--- config.mk ---
export PLATFORM = sky130hd
export DESIGN_NAME = fir_sign_split
export DESIGN_NICKNAME = d
export VERILOG_FILES = /design/src/rtl/fir_sgn_pkg.sv /design/src/rtl/sgn_tapline.sv /design/src/rtl/sgn_digit_sum.sv /design/src/rtl/sgn_merge.sv /design/src/rtl/fir_sign_split.sv
export SDC_FILE = /design/constraint.sdc
export NUM_CORES = 1
export LEC_CHECK = 0
export ABC_AREA = 1
export BUFFER_PORTS_ARGS = -buffer_cell sky130_fd_sc_hd__clkbuf_2
export CAP_MARGIN = 20
export CELL_PAD_IN_SITES_DETAIL_PLACEMENT = 1
export CELL_PAD_IN_SITES_GLOBAL_PLACEMENT = 2
export CORE_AREA = 2 2 145 147
export CTS_BUF_LIST = sky130_fd_sc_hd__clkbuf_16
export CTS_CLUSTER_DIAMETER = 200
export DETAILED_ROUTE_END_ITERATION = 12
export DIE_AREA = 0 0 147 149
export PLACE_DENSITY_LB_ADDON = 0.08
export SLEW_MARGIN = 40
export SYNTH_ARGS = -nofsm -noshare
export SYNTH_HDL_FRONTEND = slang
export SYNTH_SLANG_ARGS = --single-unit
--- constraint.sdc ---
create_clock -name clk -period 8.3 [get_ports clk]
set_input_delay 0.415 -clock clk [delete_from_list [all_inputs] [get_ports clk]]
set_output_delay 0.415 -clock clk [all_outputs]
set_load 0.01 [all_outputs]
--- src/rtl/fir_sgn_pkg.sv ---
package fir_sgn_pkg;

  // Widest digit string the elaboration helpers handle
  localparam int MAXD = 34;

  typedef struct packed {
    logic [MAXD-1:0] neg;
    logic [MAXD-1:0] pos;
  } digit_split_t;

  // Canonical signed-digit recoding, with optional plus/minus rebalancing
  function automatic digit_split_t csd_split(input longint c, input bit balance);
    digit_split_t d;
    longint x;
    int np;
    int nn;
    d = '0;
    x = c;
    for (int i = 0; i < MAXD; i++) begin
      if (x[0]) begin
        if (x[1]) begin
          d.neg[i] = 1'b1;
          x = x + 1;
        end else begin
          d.pos[i] = 1'b1;
          x = x - 1;
        end
      end
      x = x >>> 1;
    end
    if (balance) begin
      for (int j = 0; j < MAXD-2; j++) begin
        np = $countones(d.pos);
        nn = $countones(d.neg);
        if (nn > np + 1 && d.neg[j] && !d.pos[j+1] && !d.neg[j+1] && d.pos[j+2]) begin
          // +4 -1 == +2 +1
          d.neg[j] = 1'b0; d.pos[j+2] = 1'b0; d.pos[j+1] = 1'b1; d.pos[j] = 1'b1;
        end else if (np > nn + 1 && d.pos[j] && !d.pos[j+1] && !d.neg[j+1] && d.neg[j+2]) begin
          // -4 +1 == -2 -1
          d.pos[j] = 1'b0; d.neg[j+2] = 1'b0; d.neg[j+1] = 1'b1; d.neg[j] = 1'b1;
        end
      end
    end
    return d;
  endfunction

endpackage

--- src/rtl/sgn_tapline.sv ---
module sgn_tapline #(
  parameter int DW    = 8,
  parameter int NTAPS = 5
) (
  input  logic                  clk,
  input  logic                  rst,
  input  logic                  in_vld,
  input  logic [DW-1:0]         x_in,
  output logic [NTAPS*DW-1:0]   taps,
  output logic                  taps_vld
);

  localparam logic [DW-1:0] BIAS = DW'(1) << (DW-1);

  always_ff @(posedge clk) begin
    if (rst) begin
      for (int k = 0; k < NTAPS; k++) taps[k*DW +: DW] <= BIAS;
      taps_vld <= 1'b0;
    end else begin
      taps_vld <= in_vld;
      if (in_vld) begin
        // adding half range to a two's complement word flips its MSB
        taps[0 +: DW] <= x_in ^ BIAS;
        for (int k = 1; k < NTAPS; k++) taps[k*DW +: DW] <= taps[(k-1)*DW +: DW];
      end
    end
  end


  tap_hold_chk: assert property (@(posedge clk) disable iff (rst)
    !in_vld |=> $stable(taps));

endmodule

--- src/rtl/sgn_digit_sum.sv ---
module sgn_digit_sum #(
  parameter int                    DW    = 8,
  parameter int                    NTAPS = 5,
  parameter int                    DGW   = 9,
  parameter int                    OW    = 21,
  parameter logic [NTAPS*DGW-1:0]  MASK  = '0
) (
  input  logic                 clk,
  input  logic                 rst,
  input  logic                 en,
  input  logic [NTAPS*DW-1:0]  taps,
  output logic [OW-1:0]        sum
);

  logic [OW-1:0] acc;

  // Unsigned shift-add over this polarity's digits only; no selects at runtime
  always_comb begin
    acc = '0;
    for (int k = 0; k < NTAPS; k++) begin
      for (int j = 0; j < DGW; j++) begin
        if (MASK[k*DGW + j]) acc = acc + (OW'(taps[k*DW +: DW]) << j);
      end
    end
  end

  always_ff @(posedge clk) begin
    if (rst)     sum <= '0;
    else if (en) sum <= acc;
  end

endmodule

--- src/rtl/sgn_merge.sv ---
module sgn_merge #(
  parameter int             OW      = 21,
  parameter longint         POS_MAX = 0,
  parameter longint         NEG_MAX = 0,
  parameter logic [OW-1:0]  COMP    = '0
) (
  input  logic                  clk,
  input  logic                  rst,
  input  logic                  in_vld,
  input  logic [OW-1:0]         pos_sum,
  input  logic [OW-1:0]         neg_sum,
  output logic                  out_vld,
  output logic signed [OW-1:0]  y_out
);

  always_ff @(posedge clk) begin
    if (rst) begin
      out_vld <= 1'b0;
      y_out   <= '0;
    end else begin
      out_vld <= in_vld;
      if (in_vld) y_out <= $signed(pos_sum - neg_sum + COMP);
    end
  end


  pos_range_chk: assert property (@(posedge clk) disable iff (rst)
    in_vld |-> longint'(pos_sum) <= POS_MAX);


  neg_range_chk: assert property (@(posedge clk) disable iff (rst)
    in_vld |-> longint'(neg_sum) <= NEG_MAX);


  out_hold_chk: assert property (@(posedge clk) disable iff (rst)
    !in_vld |=> $stable(y_out));

endmodule

--- src/rtl/fir_sign_split.sv ---
module fir_sign_split #(
  parameter int                   DW      = 8,
  parameter int                   CW      = 8,
  parameter int                   NTAPS   = 5,
  parameter logic [NTAPS*CW-1:0]  COEFS   = 40'h1D_80_7F_97_03,
  parameter bit                   BALANCE = 1'b1,
  localparam int                  OW      = DW + CW + $clog2(NTAPS) + 2
) (
  input  logic                  clk,
  input  logic                  rst,
  input  logic                  in_vld,
  input  logic signed [DW-1:0]  x_in,
  output logic                  out_vld,
  output logic signed [OW-1:0]  y_out
);

  localparam int DGW = CW + 1;

  function automatic logic [NTAPS*DGW-1:0] build_mask(input bit want_pos);
    logic [NTAPS*DGW-1:0] m;
    fir_sgn_pkg::digit_split_t s;
    m = '0;
    for (int k = 0; k < NTAPS; k++) begin
      s = fir_sgn_pkg::csd_split(longint'($signed(COEFS[k*CW +: CW])), BALANCE);
      m[k*DGW +: DGW] = want_pos ? s.pos[DGW-1:0] : s.neg[DGW-1:0];
    end
    return m;
  endfunction

  function automatic longint mask_weight(input logic [NTAPS*DGW-1:0] m);
    longint w;
    w = 0;
    for (int k = 0; k < NTAPS; k++)
      for (int j = 0; j < DGW; j++)
        if (m[k*DGW + j]) w = w + (longint'(1) << j);
    return w;
  endfunction

  localparam logic [NTAPS*DGW-1:0] POS_M   = build_mask(1'b1);
  localparam logic [NTAPS*DGW-1:0] NEG_M   = build_mask(1'b0);
  localparam longint               UMAX    = (longint'(1) << DW) - 1;
  localparam longint               POS_MAX = UMAX * mask_weight(POS_M);
  localparam longint               NEG_MAX = UMAX * mask_weight(NEG_M);
  localparam longint               CSUM    = mask_weight(POS_M) - mask_weight(NEG_M);
  localparam longint               COMP_L  = -((longint'(1) << (DW-1)) * CSUM);
  localparam logic [OW-1:0]        COMP_V  = OW'(COMP_L);

  logic [NTAPS*DW-1:0] taps;
  logic                t_vld;
  logic                s_vld;
  logic [OW-1:0]       pos_sum;
  logic [OW-1:0]       neg_sum;

  sgn_tapline #(.DW(DW), .NTAPS(NTAPS)) u_taps (
    .clk(clk), .rst(rst), .in_vld(in_vld), .x_in(x_in),
    .taps(taps), .taps_vld(t_vld)
  );

  sgn_digit_sum #(.DW(DW), .NTAPS(NTAPS), .DGW(DGW), .OW(OW), .MASK(POS_M)) u_pos (
    .clk(clk), .rst(rst), .en(t_vld), .taps(taps), .sum(pos_sum)
  );

  sgn_digit_sum #(.DW(DW), .NTAPS(NTAPS), .DGW(DGW), .OW(OW), .MASK(NEG_M)) u_neg (
    .clk(clk), .rst(rst), .en(t_vld), .taps(taps), .sum(neg_sum)
  );

  always_ff @(posedge clk) begin
    if (rst) s_vld <= 1'b0;
    else     s_vld <= t_vld;
  end

  sgn_merge #(.OW(OW), .POS_MAX(POS_MAX), .NEG_MAX(NEG_MAX), .COMP(COMP_V)) u_merge (
    .clk(clk), .rst(rst), .in_vld(s_vld), .pos_sum(pos_sum), .neg_sum(neg_sum),
    .out_vld(out_vld), .y_out(y_out)
  );


  latency_chk: assert property (@(posedge clk) disable iff (rst)
    out_vld |-> $past(in_vld, 3));

endmodule

==> run summary <==
The startpoint class of the critical path was a flop. The number of max-cap violations came out at 0. Detailed placement finished with a half-perimeter wire length of 17200 um. In this run the critical register-to-register path is captured at u_pos.sum[12].

The worst setup path is captured at a flop. The tree is rooted in a clkbuf_16. The total standard cell area after synthesis was 7980 um^2; the setup TNS was 0 ns.

The number of synthesized register bits is 99, and the max-slew violation total from the final report is 0. After the last flow step, the layout net total stands at 1284. The detailed-route via count came out at 6767.

The most used flip-flop cell after synthesis is dfxtp_1. The run finished with clean final reports. On the critical path, the stage with the largest delay is an instance of fa_1. The count of flip-flops with a built-in enable after synthesis works out to 0.

The detail route stage leaves a number of antenna-violating nets equal to 0. Based on the critical path, the design can be clocked at up to 0.221 GHz. The area of the core region is 20600 um^2. The number of nets in the synthesized netlist is 1268. Across the VDD grid, the largest voltage drop is 110 uV. The path with the worst hold slack has its endpoint at u_taps.taps[7]. Measured along the x axis, the die boundary spans 147 um. The logs give 0 for the number of buffers added to fix hold violations after cts and 0 for the number of gates given a new drive strength after cts. The path category of the worst min-delay check was input pin to flop. Counting both buffers and inverters, the worst setup path holds a total of 3. Clock-pin slew was measured on the worst setup and hold paths at 0.08 ns.

Pin count of the biggest net entering global routing: 55. The number of levels the H-tree was split into came out at 3. The run gives 4.79 ns as the worst endpoint data arrival time.

Along the worst path, the maximum fanout reaches 4. The worst path uses 54.5% of the clock period. The run gives 1399 as the number of standard cells in the final layout excluding fillers. For this run, the number of Yosys warnings is 0.

The per-cell routed wire length was 15.4 um; the chip height was 149 um. The cell area after layout came out at 8680 um^2. The antenna cell count is 0.

Setup repair after global routing left no endpoint under its margin. Power spread over the standard cell area amounts to 210 nW/um^2. In this run the tightest slew margin relative to its limit is 50.8%. The tools report the number of placed cells counting well taps as 1383.

For the finished layout, the period the worst path requires is 4.52 ns. Number of different library cells in the post-synthesis netlist: 40. During I/O placement, the number of pins put on the boundary was 33. The via count of the first global-routing pass was 6981. Cells fill 42.2% of the core in the end. Startpoint of the most critical register-to-register path: u_taps.taps[8].

The most common cell type on the critical path was nand2_1. The number of hold-slack violations in the final timing report is 0. Along the worst hold path, the cell count comes to 2.

The synthesized area divided by synthesized cell count is 7.23 um^2. Clock tree synthesis found a total of 99 sinks. Relative to the synthesized area, the layout overhead comes to 8.83%.

The share of synthesized area occupied by flip-flops and latches came out at 24.8%. TritonCTS built the clock tree. For the floorplan die area, the log shows 21900 um^2. After technology mapping, the gate count stands at 1103. The run gives 20.7% as the overall global routing resource usage.

For this design the static power due to leakage is 4.70 nW. The tools report the residual DRC count as 0. Port buffering added 32 buffers.

Once placement finished, the instance area stood at 8370 um^2. Buffer count from post-CTS setup fixing: 0. Before antenna repair, the detailed router went through 4 iterations. The delay of the slowest cell on the worst path works out to 0.53 ns. For this run, asynchronously set or reset flops after synthesis account for 0%. The signal on the critical path passes through ha_1, inv_1, fa_1, o21ai_1, nand2_1, nand2_1, nand2_1, nand2_1, xnor2_1, inv_1, fa_1, fa_1, ha_1, ha_1, a21oi_1, nor2_1, nor2_1, nand2_1, nand2_1, nand3_1, nand2_1, inv_1. In this run, the number of DRC markers left after iteration 0 of detailed routing was 168.

The initial core utilization was 38.8%; the register-to-register setup slack was 3.78 ns. STA puts the critical path data required time at 8.56 ns. In the final layout, the share of cells above drive strength 1 is 7.12%. The setup path with the least slack is of type flop to flop.

The source-to-sink clock delay at the later pin of the worst-skew pair is 0.36 ns, and the number of cells traversed by the worst register-to-register path is 22. Using the TritonRoute via totals, the vias-per-cell ratio works out to 4.84. The logs give 36300 um for the global-route wire length before repair and 0 for the remaining global-route overflow. The final layout contains routed wiring with a total length of 21500 um. The initial antenna violation count was 0. The cell family contributing the most delay on the critical path is adder cells. The clock arrives with 0.0102 ns of skew. The number of clock buffers added by TritonCTS is 9.

The startpoint of the lowest-slack hold path is x_in[7]. Setup violations remaining at the end of the flow were counted as 0. Row generation in the floorplan step produced 53 rows. Actual slew at the worst max-slew pin: 0.737 ns. For the deepest clock path buffer count, the log shows 2. At the end of routability-driven placement, the weighted congestion stood at 0.814.
## cell type report
cell class / instances / area [um^2]
Fill cell: 2654 / 11900
Multi-Input combinational cell: 779 / 5130
Sequential cell: 99 / 1980
Inverter: 195 / 732
Tap cell: 275 / 344
Clock buffer: 9 / 225
Timing Repair Buffer: 35 / 185
Clock inverter: 7 / 81.3
## report_power, final
| part | leakage, nW | switching, W | internal (W) |
|---|---|---|---|
| logic | 3.73 | 0.000522 | 0.000305 |
| clock network | 0.153 | 0.000218 | 0.000240 |
| registers | 0.816 | 0.0000310 | 0.000511 |
| total | 4.70 | 0.000770 | 0.00106 |
## routing by layer
| layer | wire [um] | part of all wire, % | track usage (%) |
|---|---|---|---|
| met3 | 358 | 1.7 | 2.63 |
| met2 | 10500 | 49 | 36.6 |
| met1 | 10400 | 48 | 27.1 |
| met4 | 335 | 1.6 | 4.71 |
| met5 | 0 | 0 | 0 |
## cells in the final DEF (no fill, tap or decap), types with 2 or more instances in the layout
master,netlist,routed
nand2_1,220,220
inv_1,191,190
ha_1,121,121
nor2_1,109,109
dfxtp_1,99,99
a21oi_1,77,77
o21ai_0,68,68
nand3_1,67,67
fa_1,33,33
clkbuf_2,0,31
xor2_1,14,14
nand4_1,11,11
xnor2_1,9,9
clkbuf_16,0,9
nand2_2,8,8
o211ai_1,7,7
inv_2,4,5
nand3b_1,4,4
nor3_1,3,3
nand3_2,3,3
nor2_2,3,3
inv_6,0,3
buf_4,2,3
o21bai_1,2,2
a31oi_1,2,2
or2_1,2,2
or2_4,2,2
## cell usage after synthesis, types with 2 or more instances
library cell,instances,area (um^2)
ha_1,121,1510
nor2_2,3,18.8
inv_1,191,717
o21bai_1,2,15.0
dfxtp_1,99,1980
nand3_2,3,30.0
xor2_1,14,123
a31oi_1,2,12.5
o211ai_1,7,52.6
clkbuf_1,19,71.3
nand2_2,8,50.1
nand3b_1,4,30.0
nor2_1,109,409
fa_1,33,661
nand3_1,67,335
buf_4,2,15.0
buf_2,9,45.0
nand2_1,220,826
nor3_1,3,15.0
o21ai_0,68,340
inv_2,4,15.0
xnor2_1,9,78.8
or2_4,2,17.5
nand4_1,11,68.8
or2_1,2,12.5
a21oi_1,77,385
## worst register-to-register path: stages (launching register included)
cell,delay (ns)
dfxtp_1,0.47
ha_1,0.23
inv_1,0.06
fa_1,0.40
o21ai_1,0.23
nand2_1,0.08
nand2_1,0.06
nand2_1,0.05
nand2_1,0.10
xnor2_1,0.14
inv_1,0.09
fa_1,0.53
fa_1,0.43
ha_1,0.31
ha_1,0.36
a21oi_1,0.36
nor2_1,0.08
nor2_1,0.15
nand2_1,0.09
nand2_1,0.06
nand3_1,0.06
nand2_1,0.07
inv_1,0.03
## through the flow
step / setup WS, ns / total power [W] / hold slack, ns
floorplan: 4.37 / 0.00116 / 0.437
global placement: 3.75 / 0.00138 / 0.452
detailed placement: 3.75 / 0.00138 / 0.460
CTS: 3.70 / 0.00186 / 0.221
global route: 3.38 / 0.00201 / 0.231
finish: 3.78 / 0.00183 / 0.228
## worst max-delay path by stage
stage / start / end / slack, ns / cells after the start
after floorplan: u_taps.taps[8] / u_neg.sum[11] / 4.37 / 23
after global placement: u_taps.taps[8] / u_pos.sum[12] / 3.75 / 22
after detailed placement: u_taps.taps[8] / u_pos.sum[12] / 3.75 / 22
after CTS: u_taps.taps[8] / u_pos.sum[12] / 3.70 / 22
after global routing: u_taps.taps[8] / u_pos.sum[12] / 3.38 / 22
final: u_taps.taps[8] / u_pos.sum[12] / 3.78 / 22
## registers in the layout, summed over array words and instances (netlist names)
name             flops
u_taps.taps         40
u_merge.out_vld      1
u_neg.sum           18
u_taps.taps_vld      1
s_vld                1
u_pos.sum           17
u_merge.y_out       21
## cell families (layout without fill, tap and decap cells)
kind of cell             after synthesis  in the layout  share of synthesized area, %
AND/OR/NAND/NOR                      439            439                          23.7
buffers and inverters                225            246                          10.8
AO/OA/AOI/OAI                        163            163                          10.9
adder cells (fa/ha/maj)              154            154                          27.3
flip-flops                            99             99                          24.8
XOR/XNOR                              23             23                          2.53
No activity file was read; power rests on OpenSTA's default activity.
